--- src/rtl/mdm_ser_pkg.sv ---
package mdm_ser_pkg;
  localparam int MODE_W = 4;
  localparam int TONE_W = 4;
  localparam int CDT_W  = 2;
  localparam int ATT_W  = 4;
  localparam int CTRL_W = MODE_W + TONE_W + CDT_W + 1 + 1 + ATT_W;

  // Field order matches the serial bit order: first bit in lands in mode[MSB].
  typedef struct packed {
    logic [MODE_W-1:0] mode;
    logic [TONE_W-1:0] tone;
    logic [CDT_W-1:0]  cdt;
    logic              chan;
    logic              sqlch;
    logic [ATT_W-1:0]  atten;
  } ctrl_word_t;
endpackage

--- src/rtl/mdm_ser_edge.sv ---
module mdm_ser_edge #(
  parameter int N = 2
) (
  input  logic         clk,
  input  logic         rst,
  input  logic [N-1:0] pin,
  output logic [N-1:0] rise
);
  logic [N-1:0] prev_q;

  always_ff @(posedge clk) begin
    if (rst) prev_q <= '0;
    else     prev_q <= pin;
  end

  for (genvar i = 0; i < N; i++) begin : g_rise
    assign rise[i] = pin[i] & ~prev_q[i];
  end
endmodule

--- src/rtl/mdm_ser_ctrl.sv ---
module mdm_ser_ctrl
  import mdm_ser_pkg::*;
(
  input  logic       clk,
  input  logic       rst,
  input  logic       shift_stb,
  input  logic       latch_stb,
  input  logic       sdi,
  output ctrl_word_t ctrl_q
);
  logic [CTRL_W-1:0] shadow_q;

  always_ff @(posedge clk) begin
    if (rst) begin
      shadow_q <= '0;
    end else if (shift_stb) begin
      shadow_q <= {shadow_q[CTRL_W-2:0], sdi};
    end
  end

  always_ff @(posedge clk) begin
    if (rst)            ctrl_q <= '0;
    else if (latch_stb) ctrl_q <= ctrl_word_t'(shadow_q);
  end

  // the newest bit sits at the bottom of the shadow register
  p_shift_in_r2: assert property (@(posedge clk) disable iff (rst)
    shift_stb |=> shadow_q[0] == $past(sdi));

  // the active fields hold until a write-mode strobe
  p_hold_active_r3: assert property (@(posedge clk) disable iff (rst)
    !latch_stb |=> $stable(ctrl_q));

  // a strobe applies the whole shadow word
  p_apply_word_r3: assert property (@(posedge clk) disable iff (rst)
    latch_stb |=> ctrl_q == ctrl_word_t'($past(shadow_q)));

  // the shadow register moves only on a write-mode serial clock edge
  p_shadow_quiet_r9: assert property (@(posedge clk) disable iff (rst)
    !shift_stb |=> $stable(shadow_q));
endmodule

--- src/rtl/mdm_ser_stat.sv ---
module mdm_ser_stat #(
  parameter int STAT_W = 4
) (
  input  logic              clk,
  input  logic              rst,
  input  logic              load_stb,
  input  logic              adv_stb,
  input  logic [STAT_W-1:0] code,
  output logic              sdo
);
  localparam int PTR_W = (STAT_W > 1) ? $clog2(STAT_W) : 1;
  localparam logic [PTR_W-1:0] LAST = PTR_W'(STAT_W - 1);

  logic [STAT_W-1:0] snap_q;
  logic [PTR_W-1:0]  ptr_q;
  logic [PTR_W-1:0]  ptr_nx;

  assign ptr_nx = (ptr_q == LAST) ? '0 : ptr_q + 1'b1;

  always_ff @(posedge clk) begin
    if (rst) begin
      snap_q <= '0;
      ptr_q  <= '0;
      sdo    <= 1'b0;
    end else if (load_stb) begin
      snap_q <= code;
      ptr_q  <= '0;
      sdo    <= code[0];
    end else if (adv_stb) begin
      ptr_q  <= ptr_nx;
      sdo    <= snap_q[ptr_nx];
    end
  end

  // a read strobe presents bit 0 of the code at that edge
  p_first_bit_r5: assert property (@(posedge clk) disable iff (rst)
    load_stb |=> sdo == $past(code[0]));

  // after the last bit the pointer returns to bit 0
  p_wrap_r6: assert property (@(posedge clk) disable iff (rst)
    (adv_stb && !load_stb && ptr_q == LAST) |=> ptr_q == '0);

  // between strobes the snapshot and the output bit stay put
  p_snap_hold_r7: assert property (@(posedge clk) disable iff (rst)
    !load_stb |=> $stable(snap_q));
  p_sdo_hold_r6: assert property (@(posedge clk) disable iff (rst)
    (!load_stb && !adv_stb) |=> $stable(sdo));
endmodule

--- src/rtl/mdm_ser_port.sv ---
module mdm_ser_port
  import mdm_ser_pkg::*;
#(
  parameter int STAT_W = 4
) (
  input  logic              clk,
  input  logic              rst,
  input  logic              sck,
  input  logic              rw,
  input  logic              e,
  input  logic              sdi,
  input  logic [STAT_W-1:0] dec_code,
  output logic              sdo,
  output logic              sdo_oe,
  output logic [MODE_W-1:0] mode,
  output logic [TONE_W-1:0] tone,
  output logic [CDT_W-1:0]  cdt,
  output logic              chan,
  output logic              sqlch,
  output logic [ATT_W-1:0]  atten
);
  logic [1:0] rise;
  logic       sck_rise;
  logic       e_rise;
  ctrl_word_t ctrl;

  mdm_ser_edge #(.N(2)) u_edge (
    .clk  (clk),
    .rst  (rst),
    .pin  ({e, sck}),
    .rise (rise)
  );
  assign sck_rise = rise[0];
  assign e_rise   = rise[1];

  mdm_ser_ctrl u_ctrl (
    .clk       (clk),
    .rst       (rst),
    .shift_stb (sck_rise & ~rw),
    .latch_stb (e_rise & ~rw),
    .sdi       (sdi),
    .ctrl_q    (ctrl)
  );

  mdm_ser_stat #(.STAT_W(STAT_W)) u_stat (
    .clk      (clk),
    .rst      (rst),
    .load_stb (e_rise & rw),
    .adv_stb  (sck_rise & rw),
    .code     (dec_code),
    .sdo      (sdo)
  );

  always_ff @(posedge clk) begin
    if (rst) sdo_oe <= 1'b0;
    else     sdo_oe <= rw;
  end

  assign mode  = ctrl.mode;
  assign tone  = ctrl.tone;
  assign cdt   = ctrl.cdt;
  assign chan  = ctrl.chan;
  assign sqlch = ctrl.sqlch;
  assign atten = ctrl.atten;

  // the data line is driven only after a read-mode clock
  p_oe_follows_r8: assert property (@(posedge clk) disable iff (rst)
    rw |=> sdo_oe);
  p_oe_off_r8: assert property (@(posedge clk) disable iff (rst)
    !rw |=> !sdo_oe);

  // activity during a read never touches the active fields
  p_read_no_ctrl_r9: assert property (@(posedge clk) disable iff (rst)
    rw |=> $stable({mode, tone, cdt, chan, sqlch, atten}));
endmodule

--- config.mk ---
export PLATFORM = sky130hd
export DESIGN_NAME = mdm_ser_port
export DESIGN_NICKNAME = d
export VERILOG_FILES = /design/src/rtl/mdm_ser_pkg.sv /design/src/rtl/mdm_ser_edge.sv /design/src/rtl/mdm_ser_ctrl.sv /design/src/rtl/mdm_ser_stat.sv /design/src/rtl/mdm_ser_port.sv
export SDC_FILE = /design/constraint.sdc
export NUM_CORES = 1
export LEC_CHECK = 0
export ABC_AREA = 1
export BUFFER_PORTS_ARGS = -buffer_cell sky130_fd_sc_hd__clkbuf_2
export CAP_MARGIN = 20
export CORE_MARGIN = 2
export CORE_UTILIZATION = 54
export DETAILED_ROUTE_END_ITERATION = 16
export PLACE_DENSITY = 0.77
export SLEW_MARGIN = 20
export SYNTH_ARGS = -nofsm -noshare
export SYNTH_HDL_FRONTEND = slang
export SYNTH_HIERARCHICAL = 1
export SYNTH_SLANG_ARGS = --single-unit
--- constraint.sdc ---
create_clock -name clk -period 1.6 [get_ports clk]
set_input_delay 0 -clock clk [delete_from_list [all_inputs] [get_ports clk]]
set_output_delay 0 -clock clk [all_outputs]
set_load 0.05 [all_outputs]
## Word level (Yosys, flattened, before mapping)

Cells that the tools add are included.

| operators by class | value |
|---|---|
| add/sub/neg operators | 1 |
| multipliers | 0 |
| div/mod/pow operators | 0 |
| $lt $le $gt $ge | 1 |
| equality and inequality tests | 1 |
| shifts and indexed selects | 0 |
| muxes and demuxes | 5 |
| bitwise logic cells | 9 |
| reduce and logical (&&, ||, !) cells | 2 |

Operators by type and width:

| cell | count |
|---|---|
| $and 1x1->1 | 6 |
| $lt 2x3->1 const B | 1 |
| $mux 1 | 3 |
| $not 1->1 | 3 |
| $add 2x1->2 const B | 1 |
| $bmux 1 s2 | 1 |
| $eq 2x2->1 const B | 1 |
| $mux 2 | 1 |
| $reduce_bool 2->1 | 1 |
| $reduce_or 2->1 | 1 |

| word-level totals | value |
|---|---|
| bits in registers | 42 |
| latch bits | 0 |
| RAM bits | 0 |
| ROM bits | 0 |
| input port bits | 10 |
| logic and storage cells | 31 |
| memories | 0 |

## Depth between registers and ports, before layout

| logic depth | value |
|---|---|
| word-level depth | 6 |
| depth in mapped cells | 8 |
| mapped depth without buffers | 8 |

## Cells and area by module

The synthesis kept the hierarchy.

Modules (own cells, without submodules):

| module | times used | cells each | area an instance (sq um) | seq. area each (sq um) |
|---|---|---|---|---|
| mdm_ser_ctrl | 1 | 187 | 1271.2 | 640.6 |
| mdm_ser_stat | 1 | 43 | 307.8 | 140.1 |
| mdm_ser_edge | 1 | 8 | 62.6 | 40.0 |
| mdm_ser_port | 1 | 11 | 60.1 | 20.0 |

## Least setup slack after synthesis

Ideal clock, no wire load.

| timing | value |
|---|---|
| kind | register to register |
| start point | register u_edge.prev_q[1] |
| end point | register u_ctrl/ctrl_q[10] in the netlist's numbering |
| library setup time | 115 ps |
| data arrival time | 1020 ps |
| data required time | 1485 ps |
| setup slack | 464 ps |
| cell stages (with the launch flop) | 8 |
| clock period less this slack | 1136 ps |
| path through | dfxtp_1 nor2_1 inv_1 nor2_1 buf_6 nand2_1 nand2_1 nor2_1 |

| between the ends | value |
|---|---|
| longest elaborated chain between the ends | 3 |

RTL lines:

| element | line | source |
|---|---|---|
| start: declaration | mdm_ser_edge.sv:9 | `logic [N-1:0] prev_q;` |
| start signal: assignment | mdm_ser_edge.sv:13 | `else prev_q <= pin;` |
| $not 1->1 | mdm_ser_edge.sv:17 | `assign rise[i] = pin[i] & ~prev_q[i];` |
| $and 1x1->1 | mdm_ser_edge.sv:17 |  |
| net rise[1] | mdm_ser_port.sv:22 | `logic [1:0] rise;` |
| $and 1x1->1 | mdm_ser_port.sv:40 | `.latch_stb (e_rise & ~rw),` |
| end signal: assignment | mdm_ser_ctrl.sv:23 | `else if (latch_stb) ctrl_q <= ctrl_word_t'(shadow_q);` |
| end: declaration | mdm_ser_ctrl.sv:9 | `output ctrl_word_t ctrl_q` |

The timed path passes the listed nets, and every way through them passes these cells.
A chain may end at the register's enable or synchronous reset.

## Worst setup path in the final report

| timing | value |
|---|---|
| start point | input port e |
| end point | register u_ctrl/ctrl_q[11] in the netlist's numbering |

| between the ends | value |
|---|---|
| longest elaborated chain between the ends | 2 |

RTL lines:

| element | line | source |
|---|---|---|
| start: declaration | mdm_ser_port.sv:10 | `input logic e,` |
| $and 1x1->1 | mdm_ser_edge.sv:17 |  |
| net rise[1] | mdm_ser_port.sv:22 |  |
| $and 1x1->1 | mdm_ser_port.sv:40 |  |

The timed path passes the listed nets, and every way through them passes these cells.

==> impl_results.md <==
- Reg2reg path depth: 7
- Hold Vio Cnt, Final: 0
- Synth area leaders: dfxtp_1 (49%), nand2_1 (17%), nor2_1 (17%), inv_1 (6.2%), buf_6 (4.0%)
- Die Ht: 60.1 um
- Gpl congestion: 0.836
- Critical Path RT: 1.85 ns
- PwrDens: 991 mW/mm^2
- Most used flip-flop cell after synthesis: dfxtp_1
- Port bufs: 27
- Critical Path Source Type: input port
- Worst vdd ir: 0.688 mV
- Initial Utilization: 56.2%
- Diode count: 0
- Hold-critical path depth: 4
- Final non-filler cell total: 332
- Die area: 0.00362 mm^2
- Async SR Flop Fraction: 0%
- First-pass GRT wire length: 4.92 mm
- Reg-to-Reg Start: u_edge/prev_q[1]
- Ports: 28
- CP arrival: 1.45 ns
- Post-route ant nets: 0
- Largest net degree at the start of global routing: 33
- Max-slew violations: 0
- Final Critical Period: 1.20 ns
- P_sw: 581 uW
- RSZ-0062 raised after global routing: false
- Switching Fraction: 29.4%
- Leading area contributor after synthesis: dfxtp_1
- CP peak stage delay: 0.53 ns
- R2R setup slack: 0.40 ns
- Comb power frac: 18.4%
- Hold Crit Endpoint: u_stat/snap_q[2]
- Register bit count reported by yosys: 42
- Core area: 0.00303 mm^2
- Worst-path maximum fanout: 32
- Area Growth Syn to Fin: 17.1%
- Mean area per synthesized cell: 6.83 um^2
- LEAKAGE: 0.000985 uW
- Initial DRC Count: 82
- Syn Nets: 260
- YS warnings: 6
- R2R Path End: u_ctrl/ctrl_q[11]
- Vias in the first global route: 1,181
- Final clock skew: 0.00451 ns
- Initial antenna violation count: 0
- Gr ovfl total: 0
- Post-Synthesis Cell Area: 0.00170 mm^2
- Nets: 299
- # DRC: 0
- H-tree Lvls: 2
- Slew headroom: 78.5%
- Worst setup EP type: flip-flop
- Placed instance count: 314
- Share of cells above drive strength 1: 14.2%
- Synth top area share: 49.4%
- EDFF count, synth: 0
- Crit Path Category: in -> reg
- Accumulated negative setup slack: 0 ns
- Worst Min Path Start: dec_code[2]
- Fmax: 834 MHz
- Max cap viols: 0
- CTS tree: yes
- Clock power share: 23.8%
- Worst-margin pin slew: 0.322 ns
- Routed vias: 1,483
- Top cells by count, synth: nand2_1 (77), nor2_1 (77), dfxtp_1 (42)
- Clk_lat worst skew: 0.34 ns
- Clk pin slew, worst setup/hold paths: 0.11 ns
- GRT Overall Usage: 18.5%
- Part of the cycle the worst path needs: 74.9%
- Pint: 1390 uW
- Final setup viols: 0
- # resized after CTS: 0
- Post-synthesis sequential area ratio: 49.4%
- Hold WC Path Type: in -> reg
- DRT Pass-1 Iters: 4
- Share of power burned in registers: 57.7%
- Avg WL per Cell: 9.11 um
- CTS Buf Count: 5
- CTS Buffer Depth: 2
- Die Wd: 60.1 um
- HPWL after detailed placement: 1.91 mm
- Clock Sink Count: 42
- Vias/cell: 4.47
- # rows: 20
- Slowest CP cell: dlygate4sd3_1
- DRT Wirelength: 3.02 mm
- Distinct cell type count after synthesis: 15
- Status: complete, no violations
- Cells after synthesis: 249
- Critical Path, Cell by Cell: dlygate4sd3_1 -> clkbuf_2 -> inv_1 -> nor2_1 -> inv_1 -> nor2_2 -> buf_4 -> nand2_1 -> nand2_1 -> nor2_1
- CTS root buf: clkbuf_4
area by class of cell:
class / instances / area [um^2]
Fill cell: 293 / 1040
Sequential cell: 42 / 841
Multi-Input combinational cell: 168 / 671
Timing Repair Buffer: 41 / 268
Inverter: 30 / 113
Tap cell: 44 / 55.1
Clock buffer: 7 / 45.0
sequential cells by signal, summed over array words and instances (netlist names):
name and cells:
u_ctrl/ctrl_q 16, u_ctrl/shadow_q 16, u_stat/snap_q 4, u_edge/prev_q 2, u_stat/ptr_q 2, sdo_oe 1
u_stat/sdo 1
power groups by stage:
stage	clock, uW	sequential [uW]	combinational [uW]
final	471	1140	363
after global routing	546	1150	406
after detailed placement	0	1160	343
after floorplan	0	1260	186
after global placement	0	1160	336
after CTS	494	1140	364
worst max-delay path, delay by kind of cell:
kind,cells,cell delay [ns]
buf+inv,5,1.04
simple gates,5,0.39
cells in the final DEF, fill, tap and decap left out:
cell type | synthesis | final
a21oi_1 | 2 | 2
buf_4 | 0 | 3
clkbuf_1 | 0 | 2
clkbuf_2 | 0 | 27
clkbuf_4 | 0 | 5
dfxtp_1 | 42 | 42
dlygate4sd3_1 | 0 | 11
ha_1 | 1 | 1
inv_1 | 28 | 28
inv_2 | 2 | 2
nand2_1 | 77 | 77
nand3_1 | 3 | 3
nor2_1 | 77 | 75
nor2_2 | 1 | 3
nor2_4 | 1 | 1
o21a_1 | 1 | 1
o21ai_0 | 3 | 3
o21ai_1 | 2 | 2
worst max-delay path by stage:
| stage | startpoint | endpoint | slack (ns) | cells after the start |
|---|---|---|---|---|
| 2_1_floorplan | u_edge/prev_q[1] | u_ctrl/ctrl_q[10] | 0.46 | 7 |
| 3_3_place_gp | u_edge/prev_q[1] | u_ctrl/ctrl_q[11] | 0.46 | 7 |
| 3_5_place_dp | u_edge/prev_q[1] | u_ctrl/ctrl_q[4] | 0.43 | 7 |
| 4_1_cts | u_edge/prev_q[1] | u_ctrl/ctrl_q[4] | 0.41 | 7 |
| 5_1_grt | e | u_ctrl/ctrl_q[2] | 0.21 | 10 |
| 6_report | e | u_ctrl/ctrl_q[11] | 0.40 | 10 |
routing by layer:
layer  share of wire (%)  track usage [%]  vias to the layer above
met4                 1.8             7.62                        0
met2                  47             29.3                       30
met3                 3.9             6.49                        5
met1                  47             22.7                      642
met5                   0                0                        -
li1                    -                -                      806
stage by stage:
step | util (%) | total power [uW] | hold WS [ns] | instance area, um^2 | worst slack [ns]
after detailed placement | 60.7 | 1510 | 0.229 | 1840 | 0.431
final | 65.8 | 1970 | 0.413 | 1990 | 0.401
after floorplan | - | 1440 | 0.0655 | 1700 | 0.464
after global routing | 65.8 | 2100 | 0.426 | 1990 | 0.214
after CTS | 65.8 | 2000 | 0.398 | 1990 | 0.407
after global placement | 60.7 | 1500 | 0.217 | 1840 | 0.458
kinds of logic after synthesis:
kind of cell,Yosys count,synth area share [%]
buffers and inverters,39,11.5
adder cells (fa/ha/maj),1,0.735
AO/OA/AOI/OAI,8,2.50
AND/OR/NAND/NOR,159,35.9
flip-flops,42,49.4
timing repair:
item / 4_1_cts / 5_1_grt
setup endpoints to repair: 0 / 0
buffers inserted: 0 / 0
hold endpoints to repair: 9 / 0
hold buffers: 11 / 0
No activity file was read; power rests on OpenSTA's default activity.
